### src/rtl/tmr_pkg.sv
package tmr_pkg;
  localparam int OFS_CTRL   = 'h00;
  localparam int OFS_STAT   = 'h04;
  localparam int OFS_RELOAD = 'h08;
  localparam int OFS_COUNT  = 'h0C;
  localparam int BANK_SHIFT = 7;

  localparam int BIT_IE  = 8;
  localparam int BIT_EN  = 5;
  localparam int BIT_OS  = 4;
  localparam int PRE_W   = 4;

  typedef struct packed {
    logic             ie;
    logic             en;
    logic             one_shot;
    logic [PRE_W-1:0] code;
  } ctrl_t;
endpackage

### src/rtl/tmr_prescaler.sv
module tmr_prescaler
  import tmr_pkg::*;
#(
  parameter int PRE_MAX = 8
) (
  input  logic             clk,
  input  logic             rst_n,
  input  logic             run,
  input  logic             restart,
  input  logic [PRE_W-1:0] code,
  output logic             tick
);
  localparam int DIV_W = PRE_MAX;

  logic [PRE_W-1:0] eff_code;
  logic [DIV_W:0]   one_hot;
  logic [DIV_W-1:0] limit;
  logic [DIV_W-1:0] div_q, div_d;
  logic             at_limit;
  logic             div_en;

  // codes past the top divider saturate
  assign eff_code = (code > PRE_W'(PRE_MAX)) ? PRE_W'(PRE_MAX) : code;
  assign one_hot  = (DIV_W+1)'(1) << eff_code;
  assign limit    = DIV_W'(one_hot - 1'b1);
  assign at_limit = (div_q == limit);
  assign tick     = run && at_limit;
  assign div_en   = run || restart;

  always_comb begin
    div_d = div_q;
    if (restart)       div_d = '0;
    else if (at_limit) div_d = '0;
    else               div_d = div_q + 1'b1;
  end

  always_ff @(posedge clk or negedge rst_n) begin
    if (!rst_n)      div_q <= '0;
    else if (div_en) div_q <= div_d;
  end
endmodule

### src/rtl/tmr_channel.sv
module tmr_channel
  import tmr_pkg::*;
#(
  parameter int CNT_W   = 16,
  parameter int DATA_W  = 16,
  parameter int PRE_MAX = 8
) (
  input  logic              clk,
  input  logic              rst_n,
  input  logic              wr_ctrl,
  input  logic              wr_stat,
  input  logic              wr_reload,
  input  logic [DATA_W-1:0] wdata,
  output logic [DATA_W-1:0] ctrl_rd,
  output logic [CNT_W-1:0]  count,
  output logic [CNT_W-1:0]  reload,
  output logic              stat,
  output logic              en,
  output logic              ie,
  output logic              one_shot,
  output logic              irq
);
  ctrl_t            ctrl_q, ctrl_d;
  logic [CNT_W-1:0] count_q, count_d;
  logic [CNT_W-1:0] reload_q, reload_d;
  logic             stat_q, stat_d;
  logic             start, tick, expire;

  assign start  = wr_ctrl && wdata[BIT_EN] && !ctrl_q.en;
  assign expire = tick && (count_q == reload_q);

  tmr_prescaler #(.PRE_MAX(PRE_MAX)) u_pre (
    .clk     (clk),
    .rst_n   (rst_n),
    .run     (ctrl_q.en),
    .restart (start),
    .code    (ctrl_q.code),
    .tick    (tick)
  );

  always_comb begin
    ctrl_d   = ctrl_q;
    count_d  = count_q;
    stat_d   = stat_q;
    reload_d = reload_q;
    if (tick) begin
      if (expire) begin
        stat_d = 1'b1;
        if (ctrl_q.one_shot) ctrl_d.en = 1'b0;
        else                 count_d   = '0;
      end else begin
        count_d = count_q + 1'b1;
      end
    end
    if (wr_stat && wdata[0] && !expire) stat_d = 1'b0;
    if (wr_reload) reload_d = wdata[CNT_W-1:0];
    if (wr_ctrl) begin
      ctrl_d.ie       = wdata[BIT_IE];
      ctrl_d.en       = wdata[BIT_EN];
      ctrl_d.one_shot = wdata[BIT_OS];
      ctrl_d.code     = wdata[PRE_W-1:0];
      if (start) count_d = '0;
    end
  end

  always_ff @(posedge clk or negedge rst_n) begin
    if (!rst_n) begin
      ctrl_q   <= '0;
      count_q  <= '0;
      reload_q <= '0;
      stat_q   <= 1'b0;
    end else begin
      ctrl_q   <= ctrl_d;
      count_q  <= count_d;
      reload_q <= reload_d;
      stat_q   <= stat_d;
    end
  end

  always_comb begin
    ctrl_rd              = '0;
    ctrl_rd[BIT_IE]      = ctrl_q.ie;
    ctrl_rd[BIT_EN]      = ctrl_q.en;
    ctrl_rd[BIT_OS]      = ctrl_q.one_shot;
    ctrl_rd[PRE_W-1:0]   = ctrl_q.code;
  end

  assign count    = count_q;
  assign reload   = reload_q;
  assign stat     = stat_q;
  assign en       = ctrl_q.en;
  assign ie       = ctrl_q.ie;
  assign one_shot = ctrl_q.one_shot;
  assign irq      = stat_q && ctrl_q.ie;
endmodule

### src/rtl/interval_timer.sv
module interval_timer
  import tmr_pkg::*;
#(
  parameter int NUM_CH  = 2,
  parameter int CNT_W   = 16,
  parameter int DATA_W  = 16,
  parameter int ADDR_W  = 10,
  parameter int PRE_MAX = 8
) (
  input  logic              clk,
  input  logic              rst_n,
  input  logic              bus_valid,
  input  logic              bus_write,
  input  logic [ADDR_W-1:0] bus_addr,
  input  logic [DATA_W-1:0] bus_wdata,
  output logic [DATA_W-1:0] bus_rdata,
  output logic [NUM_CH-1:0] irq
);
  localparam int BANK_W = ADDR_W - BANK_SHIFT;

  logic [BANK_W-1:0]     bank;
  logic [BANK_SHIFT-1:0] offset;
  logic                  wr_any, rd_any;

  logic [NUM_CH-1:0][DATA_W-1:0] ch_ctrl;
  logic [NUM_CH-1:0][CNT_W-1:0]  ch_count;
  logic [NUM_CH-1:0][CNT_W-1:0]  ch_reload;
  logic [NUM_CH-1:0]             ch_stat, ch_en, ch_ie, ch_os;

  assign bank   = bus_addr[ADDR_W-1:BANK_SHIFT];
  assign offset = bus_addr[BANK_SHIFT-1:0];
  assign wr_any = bus_valid && bus_write;
  assign rd_any = bus_valid && !bus_write;

  for (genvar c = 0; c < NUM_CH; c++) begin : g_ch
    logic hit;
    assign hit = (bank == BANK_W'(c + 1));

    tmr_channel #(
      .CNT_W   (CNT_W),
      .DATA_W  (DATA_W),
      .PRE_MAX (PRE_MAX)
    ) u_ch (
      .clk       (clk),
      .rst_n     (rst_n),
      .wr_ctrl   (wr_any && hit && (offset == BANK_SHIFT'(OFS_CTRL))),
      .wr_stat   (wr_any && hit && (offset == BANK_SHIFT'(OFS_STAT))),
      .wr_reload (wr_any && hit && (offset == BANK_SHIFT'(OFS_RELOAD))),
      .wdata     (bus_wdata),
      .ctrl_rd   (ch_ctrl[c]),
      .count     (ch_count[c]),
      .reload    (ch_reload[c]),
      .stat      (ch_stat[c]),
      .en        (ch_en[c]),
      .ie        (ch_ie[c]),
      .one_shot  (ch_os[c]),
      .irq       (irq[c])
    );
  end

  always_comb begin
    bus_rdata = '0;
    if (rd_any) begin
      for (int c = 0; c < NUM_CH; c++) begin
        if (bank == BANK_W'(c + 1)) begin
          case (offset)
            BANK_SHIFT'(OFS_CTRL):   bus_rdata = ch_ctrl[c];
            BANK_SHIFT'(OFS_STAT):   bus_rdata = DATA_W'(ch_stat[c]);
            BANK_SHIFT'(OFS_RELOAD): bus_rdata = DATA_W'(ch_reload[c]);
            BANK_SHIFT'(OFS_COUNT):  bus_rdata = DATA_W'(ch_count[c]);
            default:                 bus_rdata = '0;
          endcase
        end
      end
    end
  end
endmodule

### config.mk
export PLATFORM = sky130hd
export DESIGN_NAME = interval_timer
export DESIGN_NICKNAME = d
export VERILOG_FILES = /design/src/rtl/tmr_pkg.sv /design/src/rtl/tmr_prescaler.sv /design/src/rtl/tmr_channel.sv /design/src/rtl/interval_timer.sv
export SDC_FILE = /design/constraint.sdc
export NUM_CORES = 1
export LEC_CHECK = 0
export ABC_AREA = 1
export BUFFER_PORTS_ARGS = -buffer_cell sky130_fd_sc_hd__buf_2
export CAP_MARGIN = 20
export CORE_MARGIN = 5
export CORE_UTILIZATION = 55
export DETAILED_ROUTE_END_ITERATION = 6
export PLACE_DENSITY = 0.8
export SKIP_LAST_GASP = 1
export SLEW_MARGIN = 20
export SYNTH_ARGS = -nofsm -noshare
export SYNTH_HDL_FRONTEND = slang
export SYNTH_SLANG_ARGS = --single-unit
### constraint.sdc
create_clock -name clk -period 5.15 [get_ports clk]
set_input_delay 1.03 -clock clk [delete_from_list [all_inputs] [get_ports clk]]
set_output_delay 1.03 -clock clk [all_outputs]
set_load 0.02 [all_outputs]
* Word level (Yosys, flattened, before mapping) *
Cells that the tools add are included.

storage, ports and cells
  register bits = 96
  output and inout port bits = 18
  word-level logic and storage cells = 116
  bits of input ports = 30

operators by class
  muxes and demuxes = 35
  equal/unequal tests = 9
  add/sub/neg operators = 6
  order comparisons = 2
  reduce and logical (&&, ||, !) cells = 46
  shift-type cells = 2

operators by type and width
  kind                                                  number
  2-to-1 mux 16 bit                                     13
  one-hot mux 16 bit (4 select lines)                   2
  adder 16 x 1 -> 16 bit (second input constant)        2
  equality test 16 bit                                  2
  2-to-1 mux 8 bit                                      4
  logical AND 1 bit                                     24
  nonzero test 2 bit                                    10
  adder 8 x 1 -> 8 bit (second input constant)          2
  equality test 8 bit                                   2
  << shifter 1 x 4 -> 8 bit (first input constant)      2
  subtractor 8 x 1 -> 8 bit (second input constant)     2
  equality test 7 x 4 -> 1 bit (second input constant)  2
  2-to-1 mux 1 bit                                      12
  2-to-1 mux 6 bit                                      2
  > comparator 4 bit (second input constant)            2
  2-to-1 mux 4 bit                                      2
  equality test 7 x 3 -> 1 bit (second input constant)  1
  logical NOT 7 bit                                     1
  AND reduction 3 bit                                   2
  logical NOT 1 bit                                     5
  AND reduction 2 bit                                   2
  equality test 3 x 1 -> 1 bit (second input constant)  1
  equality test 3 x 2 -> 1 bit (second input constant)  1
  logical OR 1 bit                                      2

* Logic depth before layout (Yosys ltp) *
Gate-level depths: netlist of the first run.

  depth after elaboration = 11
  depth in mapped cells = 18
  depth with buffers taken out = 18

* Cells and area by module *
Synthesis of the first run repeated with hierarchy kept, for this count alone.

unflattened totals
  cells, all modules = 1,269
  area total of the unflattened synthesis = 7,968.9 sq um

by module, submodules not included
  module                      cells each  times used  seq. area each (sq um)  area an instance (sq um)
  tmr_channel (g_ch[1].u_ch)  394         1           1,001.0                 2,595.0
  tmr_channel (g_ch[0].u_ch)  373         1           1,001.0                 2,560.0
  tmr_prescaler               127         2           200.2                   744.5
  interval_timer              248         1           0.0                     1,325.0

* Least setup slack after synthesis of the first run *
No wires, ideal clock.

  kind = input-to-output
  start point = input port bus_addr[6]
  end point = output port bus_rdata[8]
  path buffers = 1
  data required time = 4,120 ps
  data arrival time = 2,601 ps
  slack = 1,519 ps
  stages = 8
  cells stage by stage = nor3_2 nand4_1 clkbuf_1 inv_1 nand2_1 o211ai_1 a21oi_1 nor3_1

between the ends
  word-level cells in the longest chain between the ends = 5
  elaborated cells on any way between the ends = 9

ends and longest elaborated chain
  what                                                        line                  text
  start: declaration                                          interval_timer.sv:14  input logic [ADDR_W-1:0] bus_addr,
  equality test 7 x 4 -> 1 bit, or another cell as far along  interval_timer.sv:66  case (offset)
  one-hot mux 16 bit (4 select lines)                         interval_timer.sv:66
  2-to-1 mux 16 bit                                           interval_timer.sv:65  if (bank == BANK_W'(c + 1)) begin
  2-to-1 mux 16 bit *                                         interval_timer.sv:65
  2-to-1 mux 16 bit *                                         interval_timer.sv:63  if (rd_any) begin
  end: declaration                                            interval_timer.sv:16  output logic [DATA_W-1:0] bus_rdata,

Every way passes the cells marked *; elsewhere a longest branch is shown, timed or not.

* Worst setup path in the final report of the first run *
  start point = input port bus_addr[1]
  end point = output port bus_rdata[0]

Same word-level chain as after synthesis.

==> results of run 1 <==
critical path, stage by stage:
cell and delay (ns):
sky130_fd_sc_hd__buf_2 0.09, sky130_fd_sc_hd__nor2_1 0.32, sky130_fd_sc_hd__inv_1 0.08, sky130_fd_sc_hd__nor4_1 0.47, sky130_fd_sc_hd__inv_1 0.43, sky130_fd_sc_hd__a211oi_1 0.36
sky130_fd_sc_hd__buf_2 0.22
power groups by stage:
stage / logic (mW) / clock network [mW] / registers, mW
4_1_cts: 0.346 / 0.666 / 0.873
2_1_floorplan: 0.256 / 0 / 0.872
5_1_grt: 0.396 / 0.701 / 0.882
3_5_place_dp: 0.341 / 0 / 0.887
6_report: 0.345 / 0.665 / 0.874
3_3_place_gp: 0.330 / 0 / 0.884
final cells by class:
type | count | share of cell area, %
clock inverter | 3 | 0.604
sequential | 96 | 33.1
tap | 147 | 2.54
timing repair buffer | 53 | 3.90
inverter | 149 | 7.72
clock buffer | 12 | 3.26
multi-input combinational | 704 | 48.8
logic make-up after synthesis:
group / after synthesis / synth area share (%)
buffers and inverters: 175 / 10.3
flip-flops: 96 / 36.3
adder cells (fa/ha/maj): 6 / 1.13
AND/OR/NAND/NOR: 495 / 33.5
AO/OA/AOI/OAI: 161 / 13.3
XOR/XNOR: 42 / 5.56
placed cells by master, fill, tap and decap left out, types with 2 or more instances in the layout:
cell / count
sky130_fd_sc_hd__dfrtp_1: 96
sky130_fd_sc_hd__nor3_2: 2
sky130_fd_sc_hd__xor2_1: 38
sky130_fd_sc_hd__nor2_2: 5
sky130_fd_sc_hd__clkbuf_1: 3
sky130_fd_sc_hd__o21ai_0: 71
sky130_fd_sc_hd__nor3_4: 2
sky130_fd_sc_hd__nand4_1: 35
sky130_fd_sc_hd__a211oi_1: 6
sky130_fd_sc_hd__and2_1: 3
sky130_fd_sc_hd__nor2_1: 56
sky130_fd_sc_hd__nand3_1: 60
sky130_fd_sc_hd__ha_1: 6
sky130_fd_sc_hd__buf_2: 46
sky130_fd_sc_hd__clkbuf_16: 9
sky130_fd_sc_hd__nor3_1: 20
sky130_fd_sc_hd__o22ai_1: 29
sky130_fd_sc_hd__buf_4: 7
sky130_fd_sc_hd__nor4_1: 6
sky130_fd_sc_hd__a21oi_1: 48
sky130_fd_sc_hd__nand2_1: 290
sky130_fd_sc_hd__o221ai_1: 4
sky130_fd_sc_hd__nor2_4: 5
sky130_fd_sc_hd__inv_1: 139
sky130_fd_sc_hd__xnor2_1: 4
sky130_fd_sc_hd__nand2_2: 4
sky130_fd_sc_hd__inv_2: 9
stage by stage:
step	area, sq um	std cells	power, mW	worst slack, ns	hold slack [ns]
2_1_floorplan	6620	975	1.13	1.52	0.475
3_3_place_gp	6970	1149	1.21	1.25	0.493
3_5_place_dp	6970	1149	1.23	1.18	0.497
4_1_cts	7250	1164	1.88	1.16	0.513
5_1_grt	7250	1164	1.98	0.883	0.542
6_report	7250	1164	1.88	1.12	0.509
path summary, 6_finish.rpt:
| kind | from | endpoint | cells after the start |
|---|---|---|---|
| worst max-delay path | bus_addr[1] | bus_rdata[0] | 7 |
| worst max register to register | g_ch[0].u_ch.ctrl_rd[0] | g_ch[0].u_ch.count[0] | 14 |
| max in group asynchronous | rst_n | g_ch[1].u_ch.count[8] | 2 |
| worst min register to register | g_ch[1].u_ch.reload[10] | g_ch[1].u_ch.reload[10] | 2 |
| min in group asynchronous | rst_n | g_ch[0].u_ch.count[11] | 1 |
| worst min-delay path | g_ch[1].u_ch.reload[10] | g_ch[1].u_ch.reload[10] | 2 |
routing by layer:
layer	track usage [%]	vias up
met1	36.2	3043
met3	4.67	35
met4	7.80	0
li1	-	3243
met2	40.6	261
met5	0	-
registers in the layout, summed over array words and instances (netlist names):
register / count
g_ch.u_ch.ctrl_rd: 8
g_ch.u_ch.stat: 2
g_ch.u_ch.count: 32
g_ch.u_ch.reload: 32
g_ch.u_ch.u_pre.div_q: 16
g_ch.u_ch.ie: 2
g_ch.u_ch.en: 2
g_ch.u_ch.one_shot: 2
==> metrics list, run 1 <==
- Antenna Diode Count: 0
- Avg Inst Size Synth: 6.79 sq um
- Net switching power figure: 0.569 mW
- Once layout is complete, the utilization of the core stands at 60.8%.
* CTS Buf Count: 9
- The core region is 11900 sq um.
- Count of pins on the block boundary: 48
- After synthesis, the cell types taking the most area are sky130_fd_sc_hd__dfrtp_1 (36%), sky130_fd_sc_hd__nand2_1 (16%), sky130_fd_sc_hd__inv_1 (7.9%), sky130_fd_sc_hd__o21ai_0 (5.4%), sky130_fd_sc_hd__xor2_1 (5.0%).
* Class of the most critical setup path: input pin to output pin
* Fraction of power consumed by combinational cells: 18.3%
- Summed negative setup slack over all endpoints: 0 ns
- Commonest cells post-synth: sky130_fd_sc_hd__nand2_1 (290), sky130_fd_sc_hd__inv_1 (139), sky130_fd_sc_hd__dfrtp_1 (96), sky130_fd_sc_hd__o21ai_0 (71), sky130_fd_sc_hd__nand3_1 (60)
- Async set or reset register ratio after synthesis: 100%
- Final-stage net count: 1049
- Sequential elements use 36.3% of the synthesized area.
- Part of the power in registers: 46.4%
* Congestion Overflow GR: 0
- For this run, the total global-route usage over all layers was measured as 25.7%.
- TritonCTS built the clock tree.
* Wire length of the first global-routing pass: 30400 um
* Portion of the clock cycle consumed by the worst path in the final layout: 78.3%
- Between clock sinks in the finished design, the worst skew comes to 0.00617 ns.
- The most used flip-flop cell after synthesis is sky130_fd_sc_hd__dfrtp_1.
- Status: finished, final reports clean
* Post-synthesis register bit count: 96
- Wire segments on met2 add up to 7940 um in the final route.
- After filler insertion, the fill cell instance count of the layout stands at 1149.
- The initialized floorplan defines 40 standard-cell rows.
- Data arrival time of the critical path: 3.00 ns
- After detailed routing, the met3 layer carries 1300 um of wire.
* Fraction of final layout cells with drive strength greater than 1: 9.34%
- Worst Setup End Kind: output pin
- VDD sags by at most 0.138 mV.
- Power per unit of standard cell area: 260 nW/um^2
* Setup violators final: 0
- Number of warning messages in the yosys log: 0
- For this configuration, the core starts out at a cell density of 55.6%.
- Dividing the detail-routed wire length by the instance count gives 15.2 um.
- Via Count: 6582
* Startpoint class of the critical path: input pin
* Overall die area: 14300 sq um
* Maximum operating frequency: 248 MHz
- The count of nets left with antenna violations once routing finished came out at 0.
- Post_cts resized: 0
- Clock insertion delay at the later pin of the skew report: 0.35 ns
* Number of max-capacitance violations reported: 0
* Number of synthesized flops with an enable pin: 0
- After layout, the minimum clock period comes to 4.03 ns.
* Die Wd: 120 um
- Cell taking the most area after synthesis: sky130_fd_sc_hd__dfrtp_1
* Total routed wire length on the met1 layer: 8170 um
- Peak fanout along the critical path: 15
* Height of the die: 120 um
* Summed instance area of the synthesized netlist: 6620 sq um
- Post-CTS setup buffers: 0
* Clock edge transition at the registers on the reported setup and hold paths: 0.07 ns
- Static Leak: 3.50 nW
* Required arrival time at the worst endpoint: 4.12 ns
- Clock Sink Count: 96
- The tightest min-delay check is of the flip-flop to flip-flop type.
* Most instantiated library cell after synthesis: sky130_fd_sc_hd__nand2_1
* Instance count of the mapped netlist: 975
- Initial DRT Pass Iterations: 6
* Post-route DRC: 0
- Top cell type's share of synthesized area: 36.3%
- The sequential cells in the finished layout cover a total of 2400 sq um.
- Entering global routing, the biggest net connects 74 pins.
* Total of buffers placed on input and output ports: 47
- Area occupied by multi-input gates: 3540 sq um
- # hold bufs at CTS: 0
- Iteration-0 DRC count of the detailed router: 674
* Distinct cells, synth: 38
- Synthesized net count: 1011
- The number of global-route vias before repair is 6356.
- CTS built an H-tree with a depth of 3.
- The clock network is responsible for 35.3% of the overall power.
* Share of total power consumed by net switching: 30.2%
- The number of antenna violations at the first check in global routing came to 0.
* Top Metal Used: met4
- The setup check on the worst reg-to-reg path leaves a slack of 2.46 ns.
- The final count of pins violating max slew came to 0.
- After detailed routing, the total wire length is 17700 um.
- From synthesis to final layout, the design area changed by 9.45%.
* Final Hold Viols: 0
- The worst pin sits at a relative slew slack of 36.1%.
- At the pin with the least slew margin, the transition time is 0.959 ns.
* Cell at the root of the clock tree: sky130_fd_sc_hd__clkbuf_16
* Maximum buffer depth of the clock tree: 2
- The wire-length estimate of the detail-placed layout is 13500 um.
- Internal cell power: 1.31 mW
* Unrepaired setup endpoints after global routing: false
- Weighted congestion reported at the end of routability-driven placement: 0.960
- Vias per cell: 5.65
Note: power is estimated with default switching activity, not from simulation.
==> run 2, diff against run 1 <==
--- a/config.mk
+++ b/config.mk
@@ -11,7 +11,7 @@
 export CORE_MARGIN = 5
 export CORE_UTILIZATION = 55
 export DETAILED_ROUTE_END_ITERATION = 6
-export PLACE_DENSITY = 0.8
+export PLACE_DENSITY = 0.83
 export SKIP_LAST_GASP = 1
 export SLEW_MARGIN = 20
 export SYNTH_ARGS = -nofsm -noshare
==> constraint.sdc (replaced) <==
create_clock -name clk -period 3.45 [get_ports clk]
set_input_delay 0.69 -clock clk [delete_from_list [all_inputs] [get_ports clk]]
set_output_delay 0.69 -clock clk [all_outputs]
set_load 0.02 [all_outputs]
==> metrics list, run 2 (same netlist as run 1, synthesis figures left out) <==
- Status: finished, final reports clean
* Storage cell area: 2400 sq um (unchanged)
* Height of the die: 120 um (unchanged)
- The number of antenna violations at the first check in global routing was 0 (unchanged).
- The total half-perimeter wirelength after legalization and detailed placement was 13500 um (+0.42%).
- The maximum fanout encountered on the critical timing path came to 7 (-8).
- The aggregate negative setup slack is 0 ns (unchanged).
- Power per unit of standard cell area: 399 nW/um^2 (+53%)
* Global-route total usage across every layer: 25.6% (-0.091 points)
- Cell at the root of the clock tree: sky130_fd_sc_hd__clkbuf_16
- Fin area: 7320 sq um (+1.1%)
- Post-route DRC: 0 (unchanged)
* Congestion Overflow GR: 0 (unchanged)
- Maximum buffer depth of the clock tree: 2 (unchanged)
- The final net count is 1054 (+0.48%).
- Row Count: 40 (unchanged)
- The area of the placeable core is 11900 sq um (unchanged).
- The maximum number of pins on one net before global-route repair was 53 (-28%).
- The clock slew seen by the registers of the worst setup and hold paths came to 0.07 ns (about the same).
- Setup slack of the worst register-to-register path: 0.81 ns (-1.65 ns)
* Static Leak: 3.54 nW (+1.2%)
- Number of global-route vias before repair: 6120 (-3.7%)
- Max-slew violation total from the final report: 0 (unchanged)
- The transition time at the pin with the least slew margin came to 0.904 ns (-0.0548 ns).
* TritonCTS clock tree: built
* Setup violators final: 0 (unchanged)
* Hold WS: 0.369 ns (-0.140 ns)
- Final Hold Viols: 0 (unchanged)
- The number of top-level pins is 48 (unchanged).
* Startpoint class of the critical path: input pin
* Unrepaired setup endpoints after global routing: false
* Antenna Diode Count: 0 (unchanged)
- Static timing analysis puts the maximum clock frequency at 310 MHz.
- Clk_skew: 0.0124 ns (+0.00623 ns)
* Hold Crit Class: input pin to async pin
- Number of max-capacitance violations reported: 0 (unchanged)
* Final core utilization: 61.5% (+0.65 points)
- Total of buffers placed on input and output ports: 47 (unchanged)
- The number of buffers inserted during clock tree synthesis is 9 (unchanged).
* Slowest cell delay on critical path: 0.51 ns (+0.04 ns)
* Portion of the clock cycle consumed by the worst path in the final layout: 93.6%
- The fraction of layout instances using a drive strength above 1 was 10.2% (+0.82 points).
- The signal on the critical path passes through buf_2 > nor2_1 > inv_1 > nor4_1 > inv_1 > a211oi_1 > buf_2.
* Class of the most critical setup path: input pin to output pin
* Data arrival time of the critical path: 2.54 ns (-0.46 ns)
* Weighted congestion reported at the end of routability-driven placement: 0.930 (-3.2%)
- R2R Path End: g_ch[1].u_ch.count[0]
- Placed Area: 7000 sq um (+0.54%)
* Total detailed-routing wirelength: 17800 um (+0.46%)
- Antenna Violating Nets Remaining: 0 (unchanged)
- The die span in x came to 120 um (unchanged).
* # hold bufs at CTS: 0 (unchanged)
- Clock Sink Count: 96 (unchanged)
* Most frequent cells in the layout: sky130_fd_sc_hd__nand2_1 (290), sky130_fd_sc_hd__inv_1 (139), sky130_fd_sc_hd__dfrtp_1 (96), sky130_fd_sc_hd__o21ai_0 (71), sky130_fd_sc_hd__nand3_1 (60)
* Peak supply drop: 0.260 mV (+88%)
- From synthesis to final layout, the design area changed by 10.6%.
* Routed length per instance: 15.2 um (about the same)
- Post-CTS setup buffers: 0 (unchanged)
- The starting density of the core is 55.6% (unchanged).
* Wire length of the first global-routing pass: 30000 um (-1.4%)
- The vias per cell came to 5.62 (-0.66%).
* H-tree depth: 3 (unchanged)
- Filler Cell Count: 1096 (-4.6%)
- The clock latency of the later-clocked register in the worst-skew pair is 0.36 ns (about the same).
- The total die area was 14300 sq um (unchanged).
- The most critical setup path has its startpoint at bus_addr[1].
- Worst Setup End Kind: output pin
- Slowest cell on the critical path: sky130_fd_sc_hd__nor4_1
- The number of resized instances in the post-cts repair step is 0 (unchanged).
- Required arrival time at the worst endpoint: 2.76 ns (-1.36 ns)
* Iteration-0 DRC count of the detailed router: 620 (-8.0%)
- Counting I/O delays and the setup requirement, the final critical path takes 3.23 ns.
* Via Count: 6572 (-0.15%)
- Most frequent standard cell in the layout excluding fill and tap cells: sky130_fd_sc_hd__nand2_1
- The depth of the worst register-to-register path is 15 (+1).
- Initial DRT Pass Iterations: 5 (-1)
- The multi-input gate area in the final layout came to 3540 sq um (unchanged).
* Reg-to-Reg Start: g_ch[1].u_ch.ctrl_rd[0]
* Worst max-slew margin expressed relative to the limit: 39.7% (+3.7 points)
[run 2: cell types whose count changed in the layout (fill, tap and decap cells not counted)]
cell                         previous run  this run
sky130_fd_sc_hd__buf_4                  7        12
sky130_fd_sc_hd__clkbuf_1               3         0
sky130_fd_sc_hd__bufinv_16              1         2
sky130_fd_sc_hd__clkinv_2               1         2
sky130_fd_sc_hd__clkinvlp_4             0         1
sky130_fd_sc_hd__inv_6                  0         1
[run 2: metal layers]
metal	global-route usage [%]	vias to the layer above	wire, um
li1	-	3253	-
met4	8.16	0	345
met1	37.5	3043	8450
met5	0	-	0
met2	39.0	253	7850
met3	4.15	23	1180
[run 2: power by group]
part	leakage [nW]	total, mW	switching [mW]	internal [mW]
Sequential	1.14	1.31	0.0919	1.22
Clock	0.156	1.10	0.463	0.637
Combinational	2.25	0.516	0.328	0.188
Total	3.54	2.92	0.882	2.04
[run 2: how the worst max path moves through the flow]
| stage | to | slack (ns) | cells after the start |
|---|---|---|---|
| floorplan | bus_rdata[8] | 0.50 | 8 |
| global placement | bus_rdata[0] | 0.31 | 7 |
| detailed placement | bus_rdata[0] | 0.32 | 7 |
| CTS | bus_rdata[0] | 0.33 | 7 |
| global route | bus_rdata[4] | 0.02 | 7 |
| finish | bus_rdata[0] | 0.22 | 7 |
[run 2: layout make-up]
type / instances / area share, %
Sequential cell: 96 / 32.8
Inverter: 149 / 7.64
Clock buffer: 9 / 3.07
Timing Repair Buffer: 58 / 4.37
Multi-Input combinational cell: 704 / 48.3
Clock inverter: 7 / 1.30
Tap cell: 147 / 2.51
[run 2: through the flow]
stage / total power, mW / setup slack (ns) / cells
global placement: 1.82 / 0.314 / 1154
CTS: 2.92 / 0.331 / 1170
global route: 3.06 / 0.0236 / 1170
detailed placement: 1.83 / 0.322 / 1154
floorplan: 1.68 / 0.499 / 975
finish: 2.92 / 0.220 / 1170
[run 2: critical path: cells and delay by family]
kind	cells	cell delay (ns)
simple gates	2	0.83
buf+inv	4	0.68
compound gates	1	0.34
==> run 3, diff against run 2 <==
--- a/config.mk
+++ b/config.mk
@@ -5,7 +5,6 @@
 export SDC_FILE = /design/constraint.sdc
 export NUM_CORES = 1
 export LEC_CHECK = 0
-export ABC_AREA = 1
 export BUFFER_PORTS_ARGS = -buffer_cell sky130_fd_sc_hd__buf_2
 export CAP_MARGIN = 20
 export CORE_MARGIN = 5
==> metrics list, run 3 <==
- The run finished with clean final reports.
* Number of max-capacitance violations reported: 0 (unchanged)
* Number of warning messages in the yosys log: 0 (unchanged)
* Initial DRT Pass Iterations: 5 (unchanged)
- Post-Synth XOR/XNOR Area: 8.54% (+3.0 points)
- The post-synthesis net count was 675 (-33%).
- The maximum number of pins on one net before global-route repair was 55 (+3.8%).
- The setup clock skew after layout was 0.0156 ns (+0.00323 ns).
* Peak supply drop: 0.184 mV (-29%)
- Max-slew violation total from the final report: 0 (unchanged)
- The antenna diode count is 0 (unchanged).
- Fin crit period: 3.28 ns (+0.0533 ns)
- # hold bufs at CTS: 0 (unchanged)
* Portion of the clock cycle consumed by the worst path in the final layout: 95.2% (+1.5 points)
- Unrepaired setup endpoints after global routing: false
- Synthesized-area fraction occupied by and/or/nand/nor cells: 21.5% (-12 points)
- The remaining max-slew budget at the tightest pin is 43.5% (+3.8 points).
- Worst slack at placement: 0.170 ns (-0.152 ns)
- Most frequent standard cell in the layout excluding fill and tap cells: sky130_fd_sc_hd__dfrtp_1
* Summed negative setup slack over all endpoints: 0 ns (unchanged)
- Synthesis-to-layout area growth: 11.3%
- The clock latency of the later-clocked register in the worst-skew pair is 0.38 ns (+0.02 ns).
- The adder-cell share of the synthesized area is 1.26% (+0.13 points).
- Via Count: 5304 (-19%)
* Maximum operating frequency: 305 MHz (-1.6%)
* Clock Sink Count: 96 (unchanged)
* Post-route DRC: 0 (unchanged)
- After synthesis, the cell types taking the most area are sky130_fd_sc_hd__dfrtp_1 (40%), sky130_fd_sc_hd__mux2_2 (8.0%), sky130_fd_sc_hd__xor2_1 (5.7%), sky130_fd_sc_hd__nand2_1 (4.4%), sky130_fd_sc_hd__a22oi_1 (3.8%).
* Required arrival time at the worst endpoint: 2.76 ns (about the same)
- sky130_fd_sc_hd__dfrtp_1 takes more of the synthesized area than any other cell.
- The internal power was 1.72 mW (-16%).
- Count of pins on the block boundary: 48 (unchanged)
- The count of cell types in the netlist came to 59 (+55%).
- The number of antenna violations at the first check in global routing was 0 (unchanged).
* Class of the most critical setup path: input pin to output pin
* Sequential cell area fraction in the yosys report: 40.4% (+4.1 points)
* H-tree depth: 3 (unchanged)
* TritonCTS clock tree: built
- The setup slack after layout is 0.167 ns (-0.0533 ns).
- The data arrival time of the critical path came to 2.59 ns (+0.05 ns).
* Weighted congestion reported at the end of routability-driven placement: 0.990 (+6.5%)
* Global-route total usage across every layer: 25.2% (-0.50 points)
- Avg Inst Size Synth: 9.31 sq um (+37%)
- Static Leak: 2.94 nW (-17%)
* Maximum buffer depth of the clock tree: 2 (unchanged)
- The fraction of synthesized area in multiplexers is 8.88% (+8.9 points).
- The first-pass GRT wire length was 26400 um (-12%).
* Net switching power figure: 0.594 mW (-33%)
- Part of the power in registers: 53.0% (+8.3 points)
- The total half-perimeter wirelength after legalization and detailed placement was 11400 um (-16%).
* Hold WS: 0.340 ns (-0.0289 ns)
- The switching part of the total was 25.7% (-4.5 points).
- Final Hold Viols: 0 (unchanged)
- The maximum fanout encountered on the critical timing path came to 20 (+13).
* Height of the die: 114 um (-4.8%)
- Top cell type's share of synthesized area: 40.4% (+4.1 points)
* Starting density of the core: 55.6% (about the same)
- The commonest cells after synthesis are sky130_fd_sc_hd__dfrtp_1 (96), sky130_fd_sc_hd__nand2_1 (70), sky130_fd_sc_hd__nor2_1 (50), sky130_fd_sc_hd__mux2_2 (42), sky130_fd_sc_hd__xor2_1 (39).
* Most instantiated library cell after synthesis: sky130_fd_sc_hd__dfrtp_1
- STA classifies the critical path endpoint as an output pin.
* CTS Buf Count: 9 (unchanged)
- The reg2reg setup slack is 0.23 ns (-0.58 ns).
- The die span in x came to 114 um (-4.8%).
* Instance count of the mapped netlist: 639 (-34%)
* Overall die area: 13000 sq um (-9.4%)
- Most frequent cells in the layout: sky130_fd_sc_hd__dfrtp_1 (96), sky130_fd_sc_hd__nand2_1 (70), sky130_fd_sc_hd__nor2_1 (49), sky130_fd_sc_hd__buf_2 (46), sky130_fd_sc_hd__mux2_2 (42)
- Antenna Violating Nets Remaining: 0 (unchanged)
- Fraction of power consumed by combinational cells: 11.0% (-6.6 points)
* Summed instance area of the synthesized netlist: 5950 sq um (-10%)
- The fraction of power consumed by the clock network is 36.0% (-1.6 points).
- The final net count is 725 (-31%).
- Number of global-route vias before repair: 5240 (-14%)
- The number of cell rows was 38 (-5.0%).
* Cell at the root of the clock tree: sky130_fd_sc_hd__clkbuf_8
* Async set or reset register ratio after synthesis: 100% (unchanged)
- After synthesis, the largest family of logic cells by area is simple AND/OR/NAND/NOR gates.
- Total detailed-routing wirelength: 15700 um (-12%)
* Placeable core region: 10700 sq um (-10%)
- The complex-gate fraction of the synthesized area was 16.5% (+3.2 points).
* Power per unit of standard cell area: 349 nW/um^2 (-13%)
- Post-CTS setup buffers: 0 (unchanged)
* Fraction of final layout cells with drive strength greater than 1: 19.6% (+9.5 points)
* Iteration-0 DRC count of the detailed router: 449 (-28%)
- Placed Area: 6390 sq um (-8.8%)
- Clock edge transition at the registers on the reported setup and hold paths: 0.09 ns (+0.02 ns)
- The routed length per instance was 18.8 um (+23%).
* Post-synthesis register bit count: 96 (unchanged)
* Post_cts resized: 0 (unchanged)
- Ys flop type: sky130_fd_sc_hd__dfrtp_1
- The total congestion overflow after global routing was 0 (unchanged).
- Hold Crit Class: input pin to async pin
- Startpoint class of the critical path: input pin
- Vias per cell: 6.37 (+13%)
- The transition time at the pin with the least slew margin was 0.844 ns (-0.0601 ns).
* Total of buffers placed on input and output ports: 47 (unchanged)
- The final instance area was 6620 sq um (-9.6%).
* Number of synthesized flops with an enable pin: 0 (unchanged)
- The final setup violation count was 0 (unchanged).
run 3: worst max-delay path, stage by stage:
cell and delay [ns]:
sky130_fd_sc_hd__buf_2 0.09, sky130_fd_sc_hd__or4_1 0.55, sky130_fd_sc_hd__nor2_2 0.18, sky130_fd_sc_hd__nand2_1 0.07, sky130_fd_sc_hd__nor2_1 0.13, sky130_fd_sc_hd__buf_6 0.21
sky130_fd_sc_hd__a22oi_1 0.11, sky130_fd_sc_hd__o22ai_1 0.22, sky130_fd_sc_hd__and2_1 0.16, sky130_fd_sc_hd__buf_2 0.16
run 3: path summary, 6_finish.rpt:
kind | start | to | depth (start not counted)
min in group clk | g_ch[0].u_ch.ie | g_ch[0].u_ch.ie | 2
max reg2reg | g_ch[1].u_ch.ctrl_rd[1] | g_ch[1].u_ch.count[12] | 10
max | bus_addr[1] | bus_rdata[6] | 10
min reg2reg | g_ch[0].u_ch.ie | g_ch[0].u_ch.ie | 2
max in group asynchronous | rst_n | g_ch[1].u_ch.count[5] | 2
min | rst_n | g_ch[1].u_ch.u_pre.div_q[1] | 1
run 3: logic make-up (layout without fill, tap and decap cells):
kind of cell               Yosys count  count (layout)
and+or+nand+nor                    246             246
AOI/OAI and AO/OA                  147             147
DFF                                 96              96
xor gates and xnor gates            58              58
muxes                               45              45
buffers and inverters               41              95
adders and majority gates            6               6
run 3: stage by stage:
step | std cells | power (mW) | util (%)
global route | 833 | 2.40 | 61.9
CTS | 833 | 2.32 | 61.8
finish | 833 | 2.31 | 61.9
detailed placement | 818 | 1.49 | 59.7
global placement | 818 | 1.48 | 59.7
floorplan | 639 | 1.39 | -
run 3: layout make-up:
class,count,area (sq um)
inverters,12,45.0
repair buffers,68,399
multi-input cells,502,3380
well taps,140,175
fillers,891,4080
clock inverters,3,65.1
clock buffers,12,155
flip-flops and latches,96,2400
run 3: layer usage:
layer / wire length, um / GRT usage, % / up-vias
met5: 0 / 0 / -
met1: 6770 / 36.5 / 2566
met3: 1500 / 3.77 / 40
met4: 456 / 11.2 / 0
li1: - / - / 2434
met2: 6940 / 37.4 / 264
run 3: power groups by stage:
stage	Clock (mW)	Sequential (mW)	Combinational, mW
4_1_cts	0.844	1.22	0.252
2_1_floorplan	0	1.22	0.167
3_5_place_dp	0	1.24	0.251
5_1_grt	0.881	1.23	0.282
6_report	0.832	1.22	0.254
3_3_place_gp	0	1.24	0.237
